### src/rtl/swire_pkg.sv
package swire_pkg;
  typedef enum logic [1:0] {
    OP_RESET = 2'd0,
    OP_WR0   = 2'd1,
    OP_WR1   = 2'd2,
    OP_READ  = 2'd3
  } op_e;

  typedef enum logic [1:0] {
    ST_IDLE = 2'd0,
    ST_RUN  = 2'd1,
    ST_FIN  = 2'd2
  } st_e;

  function automatic int max2(input int a, input int b);
    return (a > b) ? a : b;
  endfunction
endpackage

### src/rtl/swire_sync.sv
module swire_sync #(
  parameter int STAGES = 2
) (
  input  logic clk_i,
  input  logic rst_ni,
  input  logic d_i,
  output logic q_o
);
  logic [STAGES-1:0] ff_q;

  for (genvar i = 0; i < STAGES; i++) begin : g_stage
    if (i == 0) begin : g_first
      always_ff @(posedge clk_i or negedge rst_ni) begin
        if (!rst_ni) ff_q[0] <= 1'b1;  // idle bus reads high
        else         ff_q[0] <= d_i;
      end
    end else begin : g_next
      always_ff @(posedge clk_i or negedge rst_ni) begin
        if (!rst_ni) ff_q[i] <= 1'b1;
        else         ff_q[i] <= ff_q[i-1];
      end
    end
  end

  assign q_o = ff_q[STAGES-1];
endmodule

### src/rtl/swire_tick_cnt.sv
module swire_tick_cnt #(
  parameter int CNT_W = 11
) (
  input  logic             clk_i,
  input  logic             rst_ni,
  input  logic             clr_i,
  input  logic             en_i,
  output logic [CNT_W-1:0] cnt_o
);
  localparam logic [CNT_W-1:0] CNT_MAX = '1;

  always_ff @(posedge clk_i or negedge rst_ni) begin
    if (!rst_ni)                        cnt_o <= '0;
    else if (clr_i)                     cnt_o <= '0;
    else if (en_i && cnt_o != CNT_MAX)  cnt_o <= cnt_o + 1'b1;
  end
endmodule

### src/rtl/swire_timing.sv
module swire_timing
  import swire_pkg::*;
#(
  parameter int CNT_W        = 11,
  parameter int STD_RST_LOW  = 960,
  parameter int STD_PD_OFS   = 140,
  parameter int STD_RST_SLOT = 1920,
  parameter int STD_W0_LOW   = 120,
  parameter int STD_W1_LOW   = 12,
  parameter int STD_RD_LOW   = 12,
  parameter int STD_RD_SMP   = 30,
  parameter int STD_SLOT     = 140,
  parameter int OD_RST_LOW   = 140,
  parameter int OD_PD_OFS    = 17,
  parameter int OD_RST_SLOT  = 280,
  parameter int OD_W0_LOW    = 15,
  parameter int OD_W1_LOW    = 2,
  parameter int OD_RD_LOW    = 2,
  parameter int OD_RD_SMP    = 4,
  parameter int OD_SLOT      = 20
) (
  input  op_e              op_i,
  input  logic             od_i,
  output logic [CNT_W-1:0] low_len_o,
  output logic [CNT_W-1:0] smp_pt_o,
  output logic [CNT_W-1:0] slot_len_o,
  output logic             has_smp_o
);
  // index 0: standard, 1: overdrive
  localparam int RST_LOW[2]  = '{STD_RST_LOW, OD_RST_LOW};
  localparam int PD_PT[2]    = '{STD_RST_LOW + STD_PD_OFS, OD_RST_LOW + OD_PD_OFS};
  localparam int RST_SLOT[2] = '{STD_RST_SLOT, OD_RST_SLOT};
  localparam int W0_LOW[2]   = '{STD_W0_LOW, OD_W0_LOW};
  localparam int W1_LOW[2]   = '{STD_W1_LOW, OD_W1_LOW};
  localparam int RD_LOW[2]   = '{STD_RD_LOW, OD_RD_LOW};
  localparam int RD_SMP[2]   = '{STD_RD_SMP, OD_RD_SMP};
  localparam int SLOT[2]     = '{STD_SLOT, OD_SLOT};

  always_comb begin
    low_len_o  = '0;
    smp_pt_o   = '0;
    slot_len_o = CNT_W'(SLOT[od_i]);
    has_smp_o  = 1'b0;
    unique case (op_i)
      OP_RESET: begin
        low_len_o  = CNT_W'(RST_LOW[od_i]);
        smp_pt_o   = CNT_W'(PD_PT[od_i]);
        slot_len_o = CNT_W'(RST_SLOT[od_i]);
        has_smp_o  = 1'b1;
      end
      OP_WR0:  low_len_o = CNT_W'(W0_LOW[od_i]);
      OP_WR1:  low_len_o = CNT_W'(W1_LOW[od_i]);
      OP_READ: begin
        low_len_o = CNT_W'(RD_LOW[od_i]);
        smp_pt_o  = CNT_W'(RD_SMP[od_i]);
        has_smp_o = 1'b1;
      end
      default: ;
    endcase
  end
endmodule

### src/rtl/swire_ctrl.sv
module swire_ctrl
  import swire_pkg::*;
#(
  parameter int CNT_W = 11
) (
  input  logic             clk_i,
  input  logic             rst_ni,
  input  logic             tick_i,
  input  logic             start_i,
  input  op_e              op_i,
  input  logic             od_i,
  input  logic             line_s_i,
  input  logic [CNT_W-1:0] cnt_i,
  input  logic [CNT_W-1:0] low_len_i,
  input  logic [CNT_W-1:0] smp_pt_i,
  input  logic [CNT_W-1:0] slot_len_i,
  input  logic             has_smp_i,
  output logic             cnt_clr_o,
  output logic             cnt_en_o,
  output op_e              op_q_o,
  output logic             od_q_o,
  output logic             pull_o,
  output logic             busy_o,
  output logic             done_o,
  output logic             presence_o,
  output logic             rd_bit_o,
  output logic             short_o
);
  st_e              st_q;
  logic [CNT_W-1:0] t_nxt;

  assign t_nxt     = cnt_i + 1'b1;
  assign busy_o    = (st_q != ST_IDLE);
  assign cnt_clr_o = (st_q == ST_IDLE) && start_i;
  assign cnt_en_o  = (st_q == ST_RUN) && tick_i;

  always_ff @(posedge clk_i or negedge rst_ni) begin
    if (!rst_ni) begin
      st_q       <= ST_IDLE;
      op_q_o     <= OP_RESET;
      od_q_o     <= 1'b0;
      pull_o     <= 1'b0;
      done_o     <= 1'b0;
      presence_o <= 1'b0;
      rd_bit_o   <= 1'b0;
      short_o    <= 1'b0;
    end else begin
      done_o <= 1'b0;
      unique case (st_q)
        ST_IDLE: begin
          if (start_i) begin
            op_q_o <= op_i;
            od_q_o <= od_i;
            if (op_i == OP_RESET) begin
              presence_o <= 1'b0;
              short_o    <= !line_s_i;
              if (!line_s_i) begin
                st_q <= ST_FIN;  // line stuck low: skip the pulse
              end else begin
                st_q   <= ST_RUN;
                pull_o <= 1'b1;
              end
            end else begin
              st_q   <= ST_RUN;
              pull_o <= 1'b1;
            end
          end
        end
        ST_RUN: begin
          if (tick_i) begin
            if (t_nxt == low_len_i) pull_o <= 1'b0;
            if (has_smp_i && t_nxt == smp_pt_i) begin
              if (op_q_o == OP_RESET) presence_o <= !line_s_i;
              else                    rd_bit_o   <= line_s_i;
            end
            if (t_nxt == slot_len_i) begin
              st_q   <= ST_IDLE;
              pull_o <= 1'b0;
              done_o <= 1'b1;
            end
          end
        end
        ST_FIN: begin
          st_q   <= ST_IDLE;
          done_o <= 1'b1;
        end
        default: st_q <= ST_IDLE;
      endcase
    end
  end

  AST_PULL_NEEDS_BUSY: assert property (@(posedge clk_i) disable iff (!rst_ni)
    pull_o |-> busy_o);
  AST_RELEASED_AFTER_LOW: assert property (@(posedge clk_i) disable iff (!rst_ni)
    (st_q == ST_RUN && cnt_i >= low_len_i) |-> !pull_o);
  AST_DONE_SINGLE: assert property (@(posedge clk_i) disable iff (!rst_ni)
    done_o |=> !done_o);
  AST_DONE_ENDS_BUSY: assert property (@(posedge clk_i) disable iff (!rst_ni)
    done_o |-> (!busy_o && $past(busy_o)));
  AST_CMD_HELD: assert property (@(posedge clk_i) disable iff (!rst_ni)
    (busy_o && $past(busy_o)) |-> ($stable(op_q_o) && $stable(od_q_o)));
  AST_SHORT_NO_PRESENCE: assert property (@(posedge clk_i) disable iff (!rst_ni)
    short_o |-> !presence_o);
endmodule

### src/rtl/swire_master.sv
module swire_master
  import swire_pkg::*;
#(
  parameter int SYNC_STAGES  = 2,
  parameter int STD_RST_LOW  = 960,
  parameter int STD_PD_OFS   = 140,
  parameter int STD_RST_SLOT = 1920,
  parameter int STD_W0_LOW   = 120,
  parameter int STD_W1_LOW   = 12,
  parameter int STD_RD_LOW   = 12,
  parameter int STD_RD_SMP   = 30,
  parameter int STD_SLOT     = 140,
  parameter int OD_RST_LOW   = 140,
  parameter int OD_PD_OFS    = 17,
  parameter int OD_RST_SLOT  = 280,
  parameter int OD_W0_LOW    = 15,
  parameter int OD_W1_LOW    = 2,
  parameter int OD_RD_LOW    = 2,
  parameter int OD_RD_SMP    = 4,
  parameter int OD_SLOT      = 20
) (
  input  logic       clk_i,
  input  logic       rst_ni,
  input  logic       tick_i,
  input  logic       start_i,
  input  logic [1:0] op_i,
  input  logic       overdrive_i,
  input  logic       line_i,
  output logic       pull_o,
  output logic       busy_o,
  output logic       done_o,
  output logic       presence_o,
  output logic       rd_bit_o,
  output logic       short_o
);
  localparam int LONGEST = max2(max2(STD_RST_SLOT, STD_SLOT), max2(OD_RST_SLOT, OD_SLOT));
  localparam int CNT_W   = $clog2(LONGEST + 1);

  logic             line_s;
  logic             cnt_clr, cnt_en, od_q, has_smp;
  logic [CNT_W-1:0] cnt, low_len, smp_pt, slot_len;
  op_e              op_q;

  swire_sync #(.STAGES(SYNC_STAGES)) u_sync (
    .clk_i (clk_i),
    .rst_ni(rst_ni),
    .d_i   (line_i),
    .q_o   (line_s)
  );

  swire_tick_cnt #(.CNT_W(CNT_W)) u_cnt (
    .clk_i (clk_i),
    .rst_ni(rst_ni),
    .clr_i (cnt_clr),
    .en_i  (cnt_en),
    .cnt_o (cnt)
  );

  swire_timing #(
    .CNT_W(CNT_W),
    .STD_RST_LOW(STD_RST_LOW), .STD_PD_OFS(STD_PD_OFS), .STD_RST_SLOT(STD_RST_SLOT),
    .STD_W0_LOW(STD_W0_LOW), .STD_W1_LOW(STD_W1_LOW), .STD_RD_LOW(STD_RD_LOW),
    .STD_RD_SMP(STD_RD_SMP), .STD_SLOT(STD_SLOT),
    .OD_RST_LOW(OD_RST_LOW), .OD_PD_OFS(OD_PD_OFS), .OD_RST_SLOT(OD_RST_SLOT),
    .OD_W0_LOW(OD_W0_LOW), .OD_W1_LOW(OD_W1_LOW), .OD_RD_LOW(OD_RD_LOW),
    .OD_RD_SMP(OD_RD_SMP), .OD_SLOT(OD_SLOT)
  ) u_timing (
    .op_i      (op_q),
    .od_i      (od_q),
    .low_len_o (low_len),
    .smp_pt_o  (smp_pt),
    .slot_len_o(slot_len),
    .has_smp_o (has_smp)
  );

  swire_ctrl #(.CNT_W(CNT_W)) u_ctrl (
    .clk_i     (clk_i),
    .rst_ni    (rst_ni),
    .tick_i    (tick_i),
    .start_i   (start_i),
    .op_i      (op_e'(op_i)),
    .od_i      (overdrive_i),
    .line_s_i  (line_s),
    .cnt_i     (cnt),
    .low_len_i (low_len),
    .smp_pt_i  (smp_pt),
    .slot_len_i(slot_len),
    .has_smp_i (has_smp),
    .cnt_clr_o (cnt_clr),
    .cnt_en_o  (cnt_en),
    .op_q_o    (op_q),
    .od_q_o    (od_q),
    .pull_o    (pull_o),
    .busy_o    (busy_o),
    .done_o    (done_o),
    .presence_o(presence_o),
    .rd_bit_o  (rd_bit_o),
    .short_o   (short_o)
  );
endmodule

### config.mk
export PLATFORM = sky130hd
export DESIGN_NAME = swire_master
export DESIGN_NICKNAME = d
export VERILOG_FILES = /design/src/rtl/swire_pkg.sv /design/src/rtl/swire_sync.sv /design/src/rtl/swire_tick_cnt.sv /design/src/rtl/swire_timing.sv /design/src/rtl/swire_ctrl.sv /design/src/rtl/swire_master.sv
export SDC_FILE = /design/constraint.sdc
export NUM_CORES = 1
export LEC_CHECK = 0
export ABC_CLOCK_PERIOD_IN_PS = 5200
export BUFFER_PORTS_ARGS = -buffer_cell sky130_fd_sc_hd__buf_4
export CORE_MARGIN = 3
export CORE_UTILIZATION = 68
export CTS_BUF_LIST = sky130_fd_sc_hd__clkbuf_4 sky130_fd_sc_hd__clkbuf_8
export CTS_CLUSTER_DIAMETER = 120
export DETAILED_ROUTE_END_ITERATION = 16
export HOLD_SLACK_MARGIN = 0.1
export MAX_ROUTING_LAYER = met4
export PLACE_DENSITY = 0.88
export REMOVE_ABC_BUFFERS = 1
export SLEW_MARGIN = 30
export SYNTH_ARGS = -nofsm -noshare
export SYNTH_HDL_FRONTEND = slang
export SYNTH_SLANG_ARGS = --single-unit
### constraint.sdc
create_clock -name clk_i -period 5.2 [get_ports clk_i]
set_clock_uncertainty 0.1 [all_clocks]
set_input_delay 0.26 -clock clk_i [delete_from_list [all_inputs] [get_ports clk_i]]
set_output_delay 0.26 -clock clk_i [all_outputs]
set_load 0.01 [all_outputs]
==> results of run 1 <==
stage by stage:
stage                     instances  instance area, um^2  hold WS (ns)  setup slack, ns  total power [mW]
after floorplan                 227                 2000        -0.136             2.33             0.695
after CTS                       281                 2230         0.158             1.77             0.952
final                           281                 2230         0.157             1.71             0.959
after global routing            281                 2230         0.155             1.50              1.04
after detailed placement        271                 2140        0.0739             1.79             0.850
after global placement          271                 2140        0.0733             1.86             0.833
sequential cells by signal, summed over array words and instances, names as in the netlist:
signal             cells
u_sync.ff_q            1
u_ctrl.presence_o      1
u_ctrl.od_q_o          1
u_ctrl.st_q            2
u_sync.q_o             1
u_ctrl.done_o          1
u_ctrl.short_o         1
u_cnt.cnt_o           11
u_ctrl.rd_bit_o        1
u_ctrl.pull_o          1
u_ctrl.op_q_o          2
worst paths after layout:
check,start,to
max,u_ctrl.od_q_o,u_ctrl.pull_o
min,tick_i,u_cnt.cnt_o[10]
max reg2reg,u_ctrl.od_q_o,u_ctrl.pull_o
min reg2reg,u_sync.ff_q[0],u_sync.q_o
max in group asynchronous,rst_ni,u_sync.ff_q[0]
min in group asynchronous,rst_ni,u_cnt.cnt_o[7]
cells in the final DEF, fill, tap and decap left out, types with 9 or more instances in the layout:
master	count
ha_1	12
xor2_1	9
nand3_1	10
mux2i_1	9
nor2_1	24
dfrtp_1	21
nand2_1	22
inv_1	9
xnor2_1	16
buf_4	13
nor3_1	9
timing repair:
action,4_1_cts,5_1_grt
hold buffers,6,0
endpoints found under the setup margin,0,0
hold endpoints to repair,27,0
cells by family after synthesis:
family | share of synthesized area (%)
and+or+nand+nor | 22.8
buffers and inverters | 6.72
xor gates and xnor gates | 14.1
adders and majority gates | 7.13
muxes | 5.89
DFF | 27.5
AOI/OAI and AO/OA | 15.9
critical path, cell delays in order (launching register included):
cell and delay, ns:
dfrtp_1 0.68, inv_1 0.27, ha_1 0.39, xnor2_1 0.37, o22a_1 0.19, nand4_1 0.07
or4_1 0.54, a2111oi_2 0.43, nor2b_1 0.26, a21oi_1 0.09
cell type report:
cell class | instances | area [um^2] | share of cell area [%]
multi-input cells | 193 | 1390 | 62.1
flip-flops and latches | 23 | 578 | 25.9
repair buffers | 19 | 158 | 7.06
inverters | 11 | 41.3 | 1.85
well taps | 31 | 38.8 | 1.74
clock buffers | 4 | 30.0 | 1.34
where the power goes:
part           switching [mW]  internal [mW]  leakage, nW
clock network          0.0575         0.0353       0.0184
registers              0.0620          0.217        0.297
logic                   0.332          0.255        0.620
total                   0.451          0.508        0.935
routing by layer:
layer  track usage, %  up-vias  share of wire, %
met5                -        -                 0
met4             9.70        0               2.1
met3             2.31       12               5.3
met2             49.0       63                48
met1             39.7      870                45
li1                 -      882                 -
==> impl_results.md, run 1 <==
- Max frequency: approximately 290 MHz
- Synth top area share: 25.0%
- Total Routing Usage GR: a little under a third
- Worst setup path class: reg -> reg
- Syn Inst Count: around 240
- WP data required: about 5.3 ns
- EDFF count, synth: 0
- Final period utilization: around two thirds
- Synth cell types: between 50 and 60
- Tmin final: 3.49 ns
- Endpoint type of the worst setup path: register
- Most frequent cell after synthesis: nor2_1
- Worst-path clk slew: between 0.1 and 0.15 ns
- H-tree depth: 1
- Vias/cell: approximately 6.5
- Fin Setup TNS: 0 ns
- TritonCTS clock tree: done
- First DRT Iteration DRCs: approximately 140
- Mean Syn Cell Area: ~8.6 um^2
- Share of cells above drive strength 1: 12.8%
- RSZ-0062 raised after global routing: no
- Initial antenna violation count: 0
- Row count: 19
- Static Leak: roughly 0.94 nW
- Drt drc: 0
- Cts bufs inserted: 3
- Synth Flop Type: dfrtp_1
- Gpl congestion: 0.935
- Port bufs: 13
- Tightest Pin Transition: about 0.86 ns
- Status: complete, no violations
- Worst Hold Class: in -> reg
- Final hold vios: 0
- I/O Pins: 14
- Resized cells post-CTS: 0
- Routed vias: roughly 1.8k
- DR pass1 iterations: 4
- P&R area growth vs syn: 6.12%
- Slew Limit Fails: 0
- Data arrival, critical path: 3.60 ns
- R2R setup slack: between 1.5 and 2 ns
- Core ar.: approximately 0.0029 mm^2
- Clock tree buffer depth: 2
- Die Width: approximately 60 um
- Die height: 61.6 um
- YS warnings: 0
- Reg2reg path depth: 9
- Vias in the first global route: approximately 1.7k
- Final wirelength: roughly 4900 um
- CTS root buf: clkbuf_4
- Max transition margin: 42.8%
- WHS Path Cells: 3
- HPWL after DPL: between 3000 and 4000 um
- First-pass GRT wire length: a little over 8000 um
- Register area share after synthesis: 27.5%
- CP Max Fanout: 15
- Antenna-violating nets left: 0
- Seq cells post-synth: 23
- Die ar.: roughly 0.0038 mm^2
- Clk_lat worst skew: around 0.32 ns
- Post-synth top cells: nor2_1, nand2_1, dfrtp_1
- Ant. Diodes: 0
- # Post-CTS Setup Buffers: 0
- # setup viols final: 0
- Largest net degree at the start of global routing: 24
- Clock sink count: 23
- Ys async rst share: 100%
- Worst VDD drop: 0.331 mV
- WL per Instance: ~17 um
- Final nets: 271
- MaxCap Viol Count: 0
- Synth top area cells: dfrtp_1, ha_1, xnor2_1
- Startpoint Class: register
- Fin util: 78.3%
- Starting density of the core: ~74%
- Synthesized area: 0.00210 mm^2
- Post-synth top area cell: dfrtp_1
- GRT overflow: 0
- Power per cell area: approximately 430 mW/mm^2
- Fill count: 201
Power figures use the tool's default switching activity.
==> inputs of run 2 (changes only) <==
--- a/config.mk
+++ b/config.mk
@@ -5,16 +5,16 @@
 export SDC_FILE = /design/constraint.sdc
 export NUM_CORES = 1
 export LEC_CHECK = 0
-export ABC_CLOCK_PERIOD_IN_PS = 5200
+export ABC_CLOCK_PERIOD_IN_PS = 3100
 export BUFFER_PORTS_ARGS = -buffer_cell sky130_fd_sc_hd__buf_4
 export CORE_MARGIN = 3
-export CORE_UTILIZATION = 68
+export CORE_UTILIZATION = 57
 export CTS_BUF_LIST = sky130_fd_sc_hd__clkbuf_4 sky130_fd_sc_hd__clkbuf_8
 export CTS_CLUSTER_DIAMETER = 120
 export DETAILED_ROUTE_END_ITERATION = 16
 export HOLD_SLACK_MARGIN = 0.1
 export MAX_ROUTING_LAYER = met4
-export PLACE_DENSITY = 0.88
+export PLACE_DENSITY = 0.79
 export REMOVE_ABC_BUFFERS = 1
 export SLEW_MARGIN = 30
 export SYNTH_ARGS = -nofsm -noshare
==> constraint.sdc (replaced) <==
create_clock -name clk_i -period 3.1 [get_ports clk_i]
set_clock_uncertainty 0.1 [all_clocks]
set_input_delay 0.155 -clock clk_i [delete_from_list [all_inputs] [get_ports clk_i]]
set_output_delay 0.155 -clock clk_i [all_outputs]
set_load 0.01 [all_outputs]
==> impl_results.md, run 2 (synthesis results as in run 1) <==
- WP data required: 3.15 ns (-2.17 ns)
- Final wirelength: 5060 um (+3.7%)
- Fin Setup TNS: 0 ns (unchanged)
- Die height: 66.8 um (+8.3%)
- Vias/cell: 6.02 (-7.5%)
- Final nets: 285 (+5.2%)
- Starting density of the core: 61.1% (-13 points)
- Worst setup path class: reg -> reg
- Core ar.: 0.00344 mm^2 (+21%)
- Clock network fraction of design power: 11.3% (+1.6 points)
- Tightest Pin Transition: 0.463 ns (-0.395 ns)
- Slew Limit Fails: 0 (unchanged)
- Most frequent cells in the layout: buf_4, nor2_1, nand2_1, dfrtp_1, xnor2_1
- Static Leak: 1.02 nW (+8.7%)
- Initial antenna violation count: 0 (unchanged)
- Clock sink count: 23 (unchanged)
- # Post-CTS Setup Buffers: 0 (unchanged)
- Setup crit start: u_ctrl.op_q_o[1]
- Largest net degree at the start of global routing: 24 (unchanged)
- Worst-path clk slew: 0.08 ns (-0.05 ns)
- First-pass GRT wire length: 8740 um (+5.8%)
- Row count: 21 (+2)
- Endpoint type of the worst setup path: register
- Antenna-violating nets left: 0 (unchanged)
- Ant. Diodes: 0 (unchanged)
- Hold slack: 0.0977 ns (-0.0589 ns)
- Die Width: 66.8 um (+8.3%)
- Gpl congestion: 0.938 (+0.31%)
- Final hold vios: 0 (unchanged)
- # setup viols final: 0 (unchanged)
- Worst Hold Class: in -> reg
- Routed vias: 1865 (+2.1%)
- I/O Pins: 14 (unchanged)
- First DRT Iteration DRCs: 159 (+11%)
- Total Routing Usage GR: 26.7% (-3.4 points)
- CP Max Fanout: 5 (-10)
- Clk_lat worst skew: 0.27 ns (-0.05 ns)
- H-tree depth: 1 (unchanged)
- Worst VDD drop: 0.488 mV (+47%)
- Total power: 1.75 mW (+83%)
- Cts bufs inserted: 3 (unchanged)
- P&R area growth vs syn: 13.9%
- Tmin final: 2.89 ns (-0.593 ns)
- Max frequency: 346 MHz (+20%)
- HPWL after DPL: 3850 um (+10%)
- Power per cell area: 732 mW/mm^2 (+70%)
- Psw: 0.791 mW (+75%)
- Largest register FFs: 11 (unchanged)
- Startpoint Class: register
- Sequential share of power: 23.7% (-5.4 points)
- Largest Register: u_cnt.cnt_o
- Most common cell after layout, fill and taps aside: buf_4
- Data arrival, critical path: 2.94 ns (-0.66 ns)
- Max transition margin: 68.3% (+26 points)
- Die ar.: 0.00446 mm^2 (+17%)
- Final period utilization: 93.4% (+26 points)
- MaxCap Viol Count: 0 (unchanged)
- Port bufs: 13 (unchanged)
- Gate power share: 65.0% (+3.8 points)
- Drt drc: 0 (unchanged)
- Top flop regs: u_cnt.cnt_o (11), u_ctrl.op_q_o (2), u_ctrl.st_q (2)
- Switching share of power: 45.1% (-2.0 points)
- Status: complete, no violations
- Vias in the first global route: 1884 (+8.0%)
- TritonCTS clock tree: done
- GRT overflow: 0 (unchanged)
- Share of cells above drive strength 1: 17.8% (+5.0 points)
- RSZ-0062 raised after global routing: no
- R2r startpoint: u_ctrl.op_q_o[1]
- WL per Instance: 16.3 um (-6.0%)
- P_int: 0.963 mW (+90%)
- Placed cell areas: 0.00226 mm^2 (+5.7%)
- Worst hold start: tick_i
- CTS root buf: clkbuf_8
- Design Area, Final: 0.00240 mm^2 (+7.3%)
- DR pass1 iterations: 4 (unchanged)
- Clock tree buffer depth: 2 (unchanged)
[run 2: cell type report]
| cell class | count | area [um^2] |
|---|---|---|
| sequential | 23 | 578 |
| clock buffer | 4 | 48.8 |
| inverter | 11 | 41.3 |
| multi-input combinational | 193 | 1410 |
| fill | 280 | 1050 |
| timing repair buffer | 33 | 263 |
| tap | 46 | 57.6 |
[run 2: through the flow]
stage / worst slack [ns] / utilization (%) / instances
6_report: 0.206 / 69.6 / 310
3_5_place_dp: 0.128 / 65.8 / 300
4_1_cts: 0.113 / 69.0 / 310
5_1_grt: 0.0195 / 69.6 / 310
2_1_floorplan: 0.228 / - / 227
3_3_place_gp: 0.219 / 65.8 / 300
[run 2: timing repair]
item                                   CTS  global route
setup endpoints to repair                0             4
endpoints found under the hold margin   28             0
gates resized for setup                  0             3
hold buffers                             6             0
[run 2: routing by layer]
layer | vias to the layer above | GRT usage (%) | routed length [um]
met2 | 60 | 44.3 | 2400
met3 | 13 | 3.37 | 276
met5 | - | - | 0
met1 | 889 | 33.4 | 2240
li1 | 903 | - | -
met4 | 0 | 9.64 | 136
[run 2: critical path: stages (launching register included)]
cell and delay, ns:
dfrtp_1 0.41, inv_1 0.13, ha_2 0.25, inv_2 0.05
ha_1 0.32, nand2_1 0.10, o22a_1 0.12, nand4_1 0.08
or4_1 0.55, a2111oi_4 0.34, o21ai_1 0.17, mux2i_1 0.15
[run 2: final timing paths]
check	to	slack (ns)	cells past startpoint
worst max-delay path	u_ctrl.st_q[1]	0.21	11
worst min-delay path	u_cnt.cnt_o[10]	0.1	3
worst max register to register	u_ctrl.st_q[1]	0.21	11
worst min register to register	u_sync.q_o	0.27	0
max in group asynchronous	u_sync.ff_q[0]	2.41	2
min in group asynchronous	u_ctrl.od_q_o	0.21	2
[run 2: power by group through the flow]
stage | logic [mW] | clock network [mW] | registers [mW]
after floorplan | 0.708 | 0 | 0.458
after CTS | 1.11 | 0.202 | 0.415
after global placement | 1.06 | 0 | 0.416
after global routing | 1.26 | 0.213 | 0.424
after detailed placement | 1.09 | 0 | 0.421
final | 1.14 | 0.198 | 0.415
==> inputs of run 3 (changes only) <==
--- a/config.mk
+++ b/config.mk
@@ -5,10 +5,10 @@
 export SDC_FILE = /design/constraint.sdc
 export NUM_CORES = 1
 export LEC_CHECK = 0
-export ABC_CLOCK_PERIOD_IN_PS = 3100
+export ABC_CLOCK_PERIOD_IN_PS = 2400
 export BUFFER_PORTS_ARGS = -buffer_cell sky130_fd_sc_hd__buf_4
 export CORE_MARGIN = 3
-export CORE_UTILIZATION = 57
+export CORE_UTILIZATION = 58
 export CTS_BUF_LIST = sky130_fd_sc_hd__clkbuf_4 sky130_fd_sc_hd__clkbuf_8
 export CTS_CLUSTER_DIAMETER = 120
 export DETAILED_ROUTE_END_ITERATION = 16
@@ -19,4 +19,5 @@
 export SLEW_MARGIN = 30
 export SYNTH_ARGS = -nofsm -noshare
 export SYNTH_HDL_FRONTEND = slang
+export SYNTH_HIERARCHICAL = 1
 export SYNTH_SLANG_ARGS = --single-unit
==> constraint.sdc (replaced) <==
create_clock -name clk_i -period 2.4 [get_ports clk_i]
set_clock_uncertainty 0.1 [all_clocks]
set_input_delay 0.12 -clock clk_i [delete_from_list [all_inputs] [get_ports clk_i]]
set_output_delay 0.12 -clock clk_i [all_outputs]
set_load 0.01 [all_outputs]
==> impl_results.md, run 3 <==
- Die ar.: 0.00525 mm^2 (+18%)
- Psw: 0.812 mW (+2.7%)
- Drt drc: 0 (unchanged)
- Max frequency: 373 MHz (+8.0%)
- Worst VDD drop: 0.622 mV (+27%)
- Synth Flop Type: dfrtp_1
- P&R area growth vs syn: 19.6%
- Met1 global-route usage: 33.9% (+0.50 points)
- Post-synth top cells: dfrtp_1, nor2_1, nand2_1
- Final period utilization: 112% (+18 points)
- Clock sink count: 23 (unchanged)
- Clock tree buffer depth: 2 (unchanged)
- Initial antenna violation count: 0 (unchanged)
- Met2 usage: 43.9% (-0.42 points)
- First-pass GRT wire length: 10500 um (+20%)
- Synth top area share: 20.5% (-4.5 points)
- Setup ws final: -0.280 ns (-0.485 ns)
- Most frequent CP cell: ha_4
- GRT overflow: 0 (unchanged)
- Startpoint Class: register
- RSZ-0062 raised after global routing: yes
- HPWL after DPL: 4840 um (+26%)
- Sequential share of power: 27.1% (+3.4 points)
- Slew Limit Fails: 0 (unchanged)
- R2R setup slack: -0.28 ns (-0.49 ns)
- Synth top area cells: dfrtp_1, xnor3_1, ha_1
- TritonCTS clock tree: done
- Post-synth top area cell: dfrtp_1
- Violated checks: setup timing
- CP Max Fanout: 5 (unchanged)
- # setup viols final: 6 (+6)
- Final hold vios: 0 (unchanged)
- Ys async rst share: 100% (unchanged)
- CP delay by family, top: simple AND/OR/NAND/NOR gates
- H-tree depth: 1 (unchanged)
- Tightest Pin Transition: 0.503 ns (+0.0397 ns)
- Core ar.: 0.00414 mm^2 (+20%)
- Register area share after synthesis: 22.6% (-4.9 points)
- Routed vias: 2296 (+23%)
- Gpl congestion: 1.04 (+11%)
- Largest Register: u_cnt/cnt_o
- Port bufs: 13 (unchanged)
- CP Buf/Inv Count: 2 (unchanged)
- Critical R2R Capture: u_ctrl/st_q[1]
- Highest-delay cell along the critical path: dfrtp_1
- Syn Inst Count: 289 (+18%)
- Placed cells: 365 (+22%)
- Design Area, Final: 0.00307 mm^2 (+28%)
- Largest register FFs: 11 (unchanged)
- CP cell instances: inv_2, ha_4, inv_4, ha_4, or2_4, or3_1, a32oi_1, nand4_1, or2_1, o211ai_1
- Worst setup path class: reg -> reg
- Most common cell after layout, fill and taps aside: buf_4
- Gate power share: 59.7% (-5.3 points)
- Row count: 23 (+9.5%)
- Top flop regs: u_cnt/cnt_o (11), u_ctrl/op_q_o (2), u_ctrl/st_q (2)
- Die Width: 72.5 um (+8.6%)
- EDFF count, synth: 0 (unchanged)
- Seq cells post-synth: 23 (unchanged)
- Tmin final: 2.68 ns (-0.215 ns)
- MaxCap Viol Count: 0 (unchanged)
- Starting density of the core: 61.8% (+0.69 points)
- YS warnings: 6 (+6)
- Placed cell areas: 0.00283 mm^2 (+25%)
- Clock network fraction of design power: 13.3% (+2.0 points)
- Cts bufs inserted: 3 (unchanged)
- Status: finished with violations
- Power per cell area: 631 mW/mm^2 (-14%)
- Mean Syn Cell Area: 8.87 um^2 (+2.8%)
- Largest net degree at the start of global routing: 24 (unchanged)
- Synth cell types: 66 (+12%)
- First DRT Iteration DRCs: 217 (+36%)
- Die height: 72.5 um (+8.6%)
- Worst Hold Class: in -> async
- WP depth: 10 (-1)
- I/O Pins: 14 (unchanged)
- CTS root buf: clkbuf_8
- P_int: 1.12 mW (+17%)
- Synthesized area: 0.00256 mm^2 (+22%)
- Endpoint type of the worst setup path: register
- Hold slack: 0.187 ns (+0.0890 ns)
- Reg2reg path depth: 10 (-1)
- Fill count: 304 (+8.6%)
- Busiest metal layer after global routing: met2
- WL per Instance: 17.0 um (+4.3%)
- Switching share of power: 41.9% (-3.2 points)
- Share of cells above drive strength 1: 29.3% (+12 points)
- CP max stage delay: 0.41 ns (-0.14 ns)
- Ant. Diodes: 0 (unchanged)
- Fin cells: 381 (+23%)
- Final wirelength: 6480 um (+28%)
- Vias/cell: 6.03 (+0.17%)
- Data arrival, critical path: 2.75 ns (-0.19 ns)
- WP data required: 2.47 ns (-0.68 ns)
- GR Layer Usage met3: 2.63% (-0.74 points)
- Most frequent cells in the layout: buf_4, nor2_1, dfrtp_1, nand2_1, xor2_1
- Clk_lat worst skew: 0.27 ns (about the same)
- R2r startpoint: u_ctrl/op_q_o[0]
- Vias in the first global route: 2173 (+15%)
- Static Leak: 1.37 nW (+35%)
- Final nets: 352 (+24%)
- Worst-path clk slew: 0.09 ns (about the same)
- DR pass1 iterations: 5 (+1)
- Total Routing Usage GR: 26.6% (-0.13 points)
- Antenna-violating nets left: 0 (unchanged)
- Max transition margin: 66.4% (-1.9 points)
run 3: changes by cell type after synthesis, sizes merged, moves of 5 or more:
cell	delta
inv	+7
xnor3	+5
or3	+5
nand3	-7
buf	+11
and3	+5
nand4	+6
o211ai	+6
mux2i	-7
xor2	+8
xnor2	-5
a21oi	+10
run 3: cells by family after synthesis:
kind of cell               synth area share, %
buffers and inverters                     9.86
xor gates and xnor gates                  17.3
adders and majority gates                 6.25
AOI/OAI and AO/OA                         17.7
other                                    0.146
muxes                                     2.54
and+or+nand+nor                           23.6
DFF                                       22.6
run 3: worst max-delay path by stage:
| stage | slack [ns] | start | end |
|---|---|---|---|
| 2_1_floorplan | -0.50 | u_ctrl/op_q_o[0] | u_ctrl/st_q[0] |
| 3_3_place_gp | -0.14 | u_ctrl/op_q_o[0] | u_ctrl/st_q[0] |
| 3_5_place_dp | -0.34 | u_ctrl/op_q_o[0] | u_ctrl/st_q[1] |
| 4_1_cts | -0.1 | u_ctrl/op_q_o[0] | u_ctrl/st_q[1] |
| 5_1_grt | -0.35 | u_ctrl/op_q_o[0] | u_ctrl/st_q[1] |
| 6_report | -0.28 | u_ctrl/op_q_o[0] | u_ctrl/st_q[1] |
run 3: routing by layer:
layer / share of wire [%] / wire (um) / vias to the layer above
li1: - / - / 1094
met1: 42 / 2750 / 1083
met2: 48 / 3120 / 95
met3: 5.4 / 353 / 24
met4: 4.0 / 261 / 0
met5: 0 / 0 / -
run 3: area by class of cell:
class | instances | area (um^2) | area share [%]
inverters | 18 | 70.1 | 2.29
flip-flops and latches | 23 | 578 | 18.9
well taps | 50 | 62.6 | 2.04
repair buffers | 59 | 474 | 15.5
multi-input cells | 227 | 1830 | 59.8
clock buffers | 3 | 41.3 | 1.35
clock inverters | 1 | 5.00 | 0.163
run 3: through the flow:
stage               util, %  total power [mW]  setup slack [ns]  TNS, ns
global placement       68.3              1.61            -0.137   -0.431
detailed placement     68.3              1.65            -0.338    -1.14
finish                 74.0              1.94            -0.280   -0.814
floorplan                 -              1.26            -0.498    -2.23
global route           74.0              2.06            -0.355    -1.30
CTS                    73.6              1.93           -0.0992   -0.337
run 3: power groups by stage:
| stage | sequential (mW) | combinational, mW | clock (mW) |
|---|---|---|---|
| final | 0.524 | 1.16 | 0.257 |
| after global routing | 0.531 | 1.25 | 0.275 |
| after CTS | 0.525 | 1.14 | 0.265 |
| after detailed placement | 0.532 | 1.12 | 0 |
| after global placement | 0.529 | 1.08 | 0 |
| after floorplan | 0.608 | 0.655 | 0 |
run 3: timing repair:
action                                  in CTS  in global routing
gates resized for setup                     18                  2
pin swaps                                   16                 10
buffers inserted                             5                  2
hold endpoints to repair                    30                  0
hold buffers                                 6                  0
endpoints found under the setup margin       6                  6
